$ cat src/rtl/pwm_bank_pkg.sv
package pwm_bank_pkg;

    typedef enum logic [1:0] {
        SEL_NONE,
        SEL_DUTY,
        SEL_PERIOD,
        SEL_CTRL
    } sel_e;

    localparam int HOLD_BIT = 0;

    // Duty buffers occupy the low addresses, followed by period and control.
    function automatic sel_e decode_sel(input int unsigned addr, input int unsigned n_ch);
        if (addr < n_ch)          return SEL_DUTY;
        else if (addr == n_ch)    return SEL_PERIOD;
        else if (addr == n_ch + 1) return SEL_CTRL;
        return SEL_NONE;
    endfunction

endpackage

$ cat src/rtl/pwm_buf_regs.sv
module pwm_buf_regs
    import pwm_bank_pkg::*;
#(
    parameter int          N_CH       = 4,
    parameter int          CNT_W      = 16,
    parameter int          ADDR_W     = 3,
    parameter int unsigned RST_PERIOD = 99
) (
    input  logic                       clk,
    input  logic                       rst_n,
    input  logic                       wr_en,
    input  logic [ADDR_W-1:0]          wr_addr,
    input  logic [CNT_W-1:0]           wr_data,
    output logic [N_CH-1:0][CNT_W-1:0] duty_buf,
    output logic [CNT_W-1:0]           per_buf,
    output logic                       hold
);

    typedef struct packed {
        logic [N_CH-1:0][CNT_W-1:0] duty;
        logic [CNT_W-1:0]           per;
        logic                       hold;
    } buf_t;

    buf_t r_d, r_q;
    sel_e sel;

    always_comb begin
        r_d = r_q;
        sel = decode_sel(int'(wr_addr), N_CH);
        if (wr_en) begin
            unique case (sel)
                SEL_DUTY: begin
                    for (int i = 0; i < N_CH; i++) begin
                        if (wr_addr == ADDR_W'(i)) r_d.duty[i] = wr_data;
                    end
                end
                SEL_PERIOD: r_d.per  = wr_data;
                SEL_CTRL:   r_d.hold = wr_data[HOLD_BIT];
                default:    r_d = r_q;
            endcase
        end
    end

    always_ff @(posedge clk or negedge rst_n) begin
        if (!rst_n) begin
            r_q.duty <= '0;
            r_q.per  <= CNT_W'(RST_PERIOD);
            r_q.hold <= 1'b0;
        end else begin
            r_q <= r_d;
        end
    end

    assign duty_buf = r_q.duty;
    assign per_buf  = r_q.per;
    assign hold     = r_q.hold;

endmodule

$ cat src/rtl/pwm_timebase.sv
module pwm_timebase #(
    parameter int          CNT_W      = 16,
    parameter int unsigned RST_PERIOD = 99
) (
    input  logic             clk,
    input  logic             rst_n,
    input  logic             hold,
    input  logic [CNT_W-1:0] per_buf,
    output logic [CNT_W-1:0] count,
    output logic [CNT_W-1:0] per_act,
    output logic             xfer
);

    typedef struct packed {
        logic [CNT_W-1:0] cnt;
        logic [CNT_W-1:0] per;
    } tb_t;

    tb_t  s_d, s_q;
    logic wrap;

    always_comb begin
        s_d  = s_q;
        wrap = (s_q.cnt == s_q.per);
        xfer = wrap && !hold;
        if (wrap) begin
            s_d.cnt = '0;
            if (!hold) s_d.per = per_buf;
        end else begin
            s_d.cnt = s_q.cnt + 1'b1;
        end
    end

    always_ff @(posedge clk or negedge rst_n) begin
        if (!rst_n) begin
            s_q.cnt <= '0;
            s_q.per <= CNT_W'(RST_PERIOD);
        end else begin
            s_q <= s_d;
        end
    end

    assign count   = s_q.cnt;
    assign per_act = s_q.per;

endmodule

$ cat src/rtl/pwm_duty_bank.sv
module pwm_duty_bank #(
    parameter int N_CH  = 4,
    parameter int CNT_W = 16
) (
    input  logic                       clk,
    input  logic                       rst_n,
    input  logic                       xfer,
    input  logic [N_CH-1:0][CNT_W-1:0] duty_buf,
    input  logic [CNT_W-1:0]           count,
    output logic [N_CH-1:0][CNT_W-1:0] duty_act,
    output logic [N_CH-1:0]            pwm_out
);

    typedef struct packed {
        logic [N_CH-1:0][CNT_W-1:0] duty;
    } act_t;

    act_t a_d, a_q;

    always_comb begin
        a_d = a_q;
        if (xfer) a_d.duty = duty_buf;
    end

    always_ff @(posedge clk or negedge rst_n) begin
        if (!rst_n) a_q <= '0;
        else        a_q <= a_d;
    end

    assign duty_act = a_q.duty;

    for (genvar g = 0; g < N_CH; g++) begin : g_cmp
        assign pwm_out[g] = (count < a_q.duty[g]);
    end

endmodule

$ cat src/rtl/quad_pwm_core.sv
module quad_pwm_core #(
    parameter int          N_CH       = 4,
    parameter int          CNT_W      = 16,
    parameter int          ADDR_W     = $clog2(N_CH + 2),
    parameter int unsigned RST_PERIOD = 99
) (
    input  logic              clk,
    input  logic              rst_n,
    input  logic              wr_en,
    input  logic [ADDR_W-1:0] wr_addr,
    input  logic [CNT_W-1:0]  wr_data,
    output logic [N_CH-1:0]   pwm_out,
    output logic [CNT_W-1:0]  timer_count
);

    logic [N_CH-1:0][CNT_W-1:0] duty_buf;
    logic [N_CH-1:0][CNT_W-1:0] duty_act;
    logic [CNT_W-1:0]           per_buf;
    logic [CNT_W-1:0]           per_act;
    logic                       hold_q;
    logic                       xfer;

    pwm_buf_regs #(
        .N_CH(N_CH), .CNT_W(CNT_W), .ADDR_W(ADDR_W), .RST_PERIOD(RST_PERIOD)
    ) u_regs (
        .clk(clk), .rst_n(rst_n), .wr_en(wr_en), .wr_addr(wr_addr),
        .wr_data(wr_data), .duty_buf(duty_buf), .per_buf(per_buf), .hold(hold_q)
    );

    pwm_timebase #(
        .CNT_W(CNT_W), .RST_PERIOD(RST_PERIOD)
    ) u_timebase (
        .clk(clk), .rst_n(rst_n), .hold(hold_q), .per_buf(per_buf),
        .count(timer_count), .per_act(per_act), .xfer(xfer)
    );

    pwm_duty_bank #(
        .N_CH(N_CH), .CNT_W(CNT_W)
    ) u_duty (
        .clk(clk), .rst_n(rst_n), .xfer(xfer), .duty_buf(duty_buf),
        .count(timer_count), .duty_act(duty_act), .pwm_out(pwm_out)
    );

endmodule

$ cat config.mk
export PLATFORM = sky130hd
export DESIGN_NAME = quad_pwm_core
export DESIGN_NICKNAME = d
export VERILOG_FILES = /design/src/rtl/pwm_bank_pkg.sv /design/src/rtl/pwm_buf_regs.sv /design/src/rtl/pwm_timebase.sv /design/src/rtl/pwm_duty_bank.sv /design/src/rtl/quad_pwm_core.sv
export SDC_FILE = /design/constraint.sdc
export NUM_CORES = 1
export LEC_CHECK = 0
export ABC_CLOCK_PERIOD_IN_PS = 2200
export BUFFER_PORTS_ARGS = -buffer_cell sky130_fd_sc_hd__clkbuf_2
export CORE_UTILIZATION = 55
export CTS_BUF_LIST = sky130_fd_sc_hd__clkbuf_16
export DETAILED_ROUTE_END_ITERATION = 10
export PLACE_DENSITY = 0.76
export SLEW_MARGIN = 20
export SYNTH_ARGS = -nofsm -noshare
export SYNTH_HDL_FRONTEND = slang
export SYNTH_SLANG_ARGS = --single-unit
$ cat constraint.sdc
create_clock -name clk -period 2.2 [get_ports clk]
set_input_delay 0.22 -clock clk [delete_from_list [all_inputs] [get_ports clk]]
set_output_delay 0.22 -clock clk [all_outputs]
set_load 0.03 [all_outputs]
## Word-level counts from Yosys, hierarchy flattened

Index checks and enable logic that the tools add are counted.

- Add/sub/neg operators: 1
- Order comparisons: 5
- Mux-type cells: 8
- Reduce and logical (&&, ||, !) cells: 10
- Equality and inequality tests: 9
- Bitwise gates (word level): 1

Operators by type and width:

| kind | count |
|---|---|
| < comparator 16 bit | 4 |
| adder 16 x 1 -> 16 bit (second input constant) | 1 |
| == test 16 bit | 1 |
| 2-to-1 mux 16 bit | 1 |
| AND reduction 3 bit | 4 |
| 2-to-1 mux 2 bit | 4 |
| == test 3 x 2 -> 1 bit (second input constant) | 2 |
| == test 3 bit (second input constant) | 2 |
| AND reduction 2 bit | 3 |
| == test 2 bit (second input constant) | 2 |
| == test 3 x 1 -> 1 bit (second input constant) | 1 |
| logical NOT 3 bit | 1 |
| < comparator 3 bit (second input constant) | 1 |
| 2-to-1 mux 1 bit | 3 |
| == test 2 x 1 -> 1 bit (second input constant) | 1 |
| logical AND 1 bit | 1 |
| logical NOT 1 bit | 1 |
| inverter 1 bit | 1 |

- Register bits after elaboration: 177
- Logic and storage cells: 46
- Output and inout bits: 20
- Bits of input ports: 22

## Logic depth before layout (Yosys ltp)

- Depth in word-level cells: 7
- Gate-level depth with buffers: 8
- Depth with buffers taken out: 7

## By module

Synthesis repeated with hierarchy kept, for this count alone.

- Cells, all modules: 709
- Area, all modules: 8398.1 um^2

Modules (own cells, without submodules):

| module | cells an instance | area each (um^2) | times used | sequential area each (um^2) |
|---|---|---|---|---|
| pwm_duty_bank | 408 | 3729.8 | 1 | 1601.5 |
| pwm_buf_regs | 176 | 3120.5 | 1 | 2031.9 |
| pwm_timebase | 125 | 1547.7 | 1 | 805.8 |

## Worst setup path after synthesis

No wires, ideal clock.

- Kind: register -> register
- From: register u_timebase.s_q (netlist bit u_timebase.count[2])
- To: register u_duty.a_q (netlist bit u_duty.duty_act[10])
- Stages on the path, launching flop included: 8
- Arrival: 2.210 ns
- Path slack: -0.134 ns
- Clock period less this slack: 2.334 ns
- Path buffers: 2
- Setup time: 0.125 ns
- Required time: 2.075 ns
- Cells stage by stage: dfrtp_1 -> xnor2_1 -> nand4_1 -> nor4_4 -> nor2b_1 -> buf_4 -> buf_6 -> mux2_2

- Word-level cells in the longest chain between the ends: 2

Ends and longest elaborated chain:

| what | RTL line | source |
|---|---|---|
| start, declared | pwm_timebase.sv:19 | `tb_t s_d, s_q;` |
| == test 16 bit | pwm_timebase.sv:24 | `wrap = (s_q.cnt == s_q.per);` |
| logical AND 1 bit | pwm_timebase.sv:25 | `xfer = wrap && !hold;` |
| end signal, assigned | pwm_duty_bank.sv:26 | `if (!rst_n) a_q <= '0;` |
| end signal, assigned | pwm_duty_bank.sv:27 | `else a_q <= a_d;` |
| end, declared | pwm_duty_bank.sv:18 | `act_t a_d, a_q;` |

No other way between the ends.
A chain may end at the register's enable or synchronous reset.

## Final worst setup path

- From: register u_timebase.s_q (netlist bit u_timebase.count[11])
- To: register u_duty.a_q (netlist bit u_duty.duty_act[53])

The elaborated chain is that of the path after synthesis.

==> reports/results.tsv <==
stage	metric	value	unit
placement	placed instance count	879	
drt	final wirelength	24.7	mm
floorplanning	die height	126	µm
placement	routability-driven placement congestion ratio	0.885	
synth	Synth Area per Inst	13.2	µm²
global_route	M1 GR Usage	38.0	%
power_and_ir_drop	total design power	14.4	mW
floorplanning	Placeable Area	14800	µm²
clock_network	TritonCTS clock tree	yes	
synth	cell taking the most area after synthesis	dfrtp_1	
synth	Synth async-reset ratio	100	%
synth	Synth Cell Area	8430	µm²
timing	final setup vio count	84	
timing	Max Clk Rate	397	MHz
run	Max Cap Viol	0	
drt	drt first pass iters	4	
power_and_ir_drop	Lkg Pwr	5.06	nW
synth	Yosys top cell area share	50.2	%
timing	Final TNS setup	-20.43	ns
clock_network	Clk pin slew, worst setup/hold paths	0.07	ns
floorplanning	chip width	126	µm
finish	fillcell total	806	
timing	PnR worst setup slack	-0.316	ns
drt	initial DRC count	456	
global_route	largest net degree at the start of global routing	59	
clock_network	Num Clock Sinks	177	
synth	largest family of logic cells by synthesized area	multiplexers	
clock_network	Longest Clk Path Bufs	2	
drt	vias	5839	
timing	Final min period	2.52	ns
worst_setup_path	CP Max Fanout	7	
synth	flops & latches, synth	177	
clock_network	CTS buffer count	17	
floorplanning	Core Rows	44	
timing	slew margin rel.	64.3	%
drt	wire length per cell	25.9	µm
finish	fin nets	840	
timing	Setup Skew	0.00970	ns
min_path	worst min-delay path class	in -> reg	
drt	Vias/cell	6.12	
synth	Synth Net Count	719	
status	status	complete, but fails checks	
finish	# diodes	0	
synth	multiplexer share of the synthesized area	21.5	%
synth	Synth Area in Compound Gates	4.51	%
worst_setup_path	Crit path arrival time	2.83	ns
global_route	vias in the first global route	6158	
timing	period utilization	114	%
synth	Post-synth EDFFs	0	
worst_setup_path	CP Class	reg -> reg	
drt	post-route ant nets	0	
synth	Post-synth top cells	169 x dfrtp_1, 151 x mux2_2, 61 x ha_1, 61 x inv_1, 18 x xnor2_1	
finish	Final Util	75.8	%
drt	Remaining DRCs	0	
placement	Cell Area, Placed	9080	µm²
floorplanning	Initial Util	57.1	%
timing	unrepaired setup endpoints after global routing	true	
global_route	met3 usage	5.35	%
clock_network	clk_lat worst skew	0.44	ns
global_route	All-Layer GR Usage	30.1	%
timing	final hold vios	0	
clock_network	CTS root buffer	clkbuf_16	
global_route	initial antenna violation count	0	
synth	library cells used by synthesis	35	
floorplanning	Die ar.	15800	µm²
synth	Synth Area in Simple Gates	4.86	%
finish	fin cells	954	
timing	Worst Tran Pin Value	0.536	ns
synth	Synth Area in Adders	9.06	%
finish	fin area	11200	µm²
worst_setup_path	CP Data Required Time	2.52	ns
status	violated checks	setup timing	
finish	Layout area overhead	32.8	%
synth	cell count after synthesis	636	
placement	IO buf count	41	
placement	dpl hpwl	12.8	mm
global_route	M2 GR Usage	50.4	%
global_route	total global routing overflow	0	
timing	Max Transition Viols Final	0	
global_route	global-route wire length before repair	35.3	mm
power_and_ir_drop	Cell Pwr Density	1280	nW/µm²
synth	Synth area leaders	dfrtp_1 50%, mux2_2 20%, ha_1 9.1%, inv_1 2.7%, dfstp_2 2.5%	
synth	count leader, synth	dfrtp_1	
power_and_ir_drop	largest vdd supply drop	0.670	mV
clock_network	H-tree Lvls	4	
global_route	layer with the highest usage	met2	
worst_setup_path	Critical Path Start Type	register	
synth	most common flop cell mapped by yosys	dfrtp_1	
worst_setup_path	Crit. End Element	register	
synth	Post-Synth XOR/XNOR Area	3.01	%
floorplanning	Top-Level Pins	42	
finish	share of layout cells above drive strength 1	51.2	%
synth	post-synthesis sequential area ratio	52.7	%
synth	synth warn	0	
[critical path, cell delays in order (launching register included)]
cell     delay (ns)
dfrtp_2        0.51
buf_4          0.19
xnor2_4        0.17
nand4_1        0.20
nor4_4         0.30
nor2b_4        0.29
buf_8          0.18
buf_12         0.12
buf_16         0.13
mux2_4         0.31
[what timing repair did]
item	in CTS	in global routing
resized for setup	83	123
buffers inserted	26	9
endpoints found under the setup margin	52	84
pin swaps	39	18
hold endpoints to repair	45	0
hold buffers	1	0
cloned	9	2
[state kept, by name, indices dropped and copies added, names as in the netlist]
| register | count |
|---|---|
| u_duty.duty_act | 64 |
| u_regs.duty_buf | 64 |
| u_regs.hold | 1 |
| u_regs.per_buf | 16 |
| u_timebase.count | 16 |
| u_timebase.per_act | 16 |
[worst paths after layout]
kind                                             to  slack, ns  depth (start not counted)            startpoint
max in group asynchronous       u_regs.duty_buf[59]       0.96                          3                 rst_n
worst max register to register  u_duty.duty_act[53]      -0.32                          9  u_timebase.count[11]
worst max-delay path            u_duty.duty_act[53]      -0.32                          9  u_timebase.count[11]
min in group asynchronous       u_regs.duty_buf[48]       0.31                          2                 rst_n
worst min-delay path            u_regs.duty_buf[34]        0.1                          2            wr_data[2]
worst min register to register  u_duty.duty_act[30]       0.50                          1   u_regs.duty_buf[30]
[where the power goes]
part | switching, mW | internal (mW) | total [mW]
Sequential | 0.769 | 4.31 | 5.08
Combinational | 2.97 | 3.15 | 6.13
Clock | 1.35 | 1.80 | 3.15
[area by class of cell]
cell class              instances  area, µm²  share of cell area (%)
clock buffers                  17        425                    3.80
clock inverters                15        181                    1.62
inverters                      61        229                    2.05
multi-input cells             379       4480                    40.0
flip-flops and latches        177       4460                    39.8
well taps                     184        230                    2.06
repair buffers                121       1190                    10.7
[through the flow]
stage	setup WS, ns	hold WS (ns)
after floorplan	0.00760	-0.0756
after global placement	-0.240	0.201
after CTS	-0.202	0.0830
after global routing	-0.385	0.105
after detailed placement	-0.336	0.206
final	-0.316	0.0980
[placed cells by master, fill, tap and decap left out, drive strengths merged, types with 10 or more instances in the layout]
master / count
nor2: 15
nand2: 10
buf: 82
a21oi: 13
xnor2: 18
xor2: 11
dfrtp: 169
ha: 61
o21ai: 13
inv: 68
mux2: 161
clkbuf: 55
[kinds of logic (layout without fill, tap and decap cells)]
| family | after synthesis | count (layout) |
|---|---|---|
| AO/OA/AOI/OAI | 58 | 58 |
| buffers and inverters | 80 | 214 |
| AND/OR/NAND/NOR | 70 | 70 |
| adder cells (fa/ha/maj) | 61 | 61 |
| multiplexers | 161 | 161 |
| flip-flops | 177 | 177 |
| XOR/XNOR | 29 | 29 |
[routing by layer]
| layer | part of all wire (%) | wire (µm) | up-vias |
|---|---|---|---|
| li1 | - | - | 2492 |
| met1 | 40 | 9890 | 3018 |
| met2 | 50 | 12200 | 246 |
| met3 | 5.5 | 1360 | 83 |
| met4 | 4.8 | 1180 | 0 |
| met5 | 0 | 0 | - |
Power figures use the tool's default switching activity.
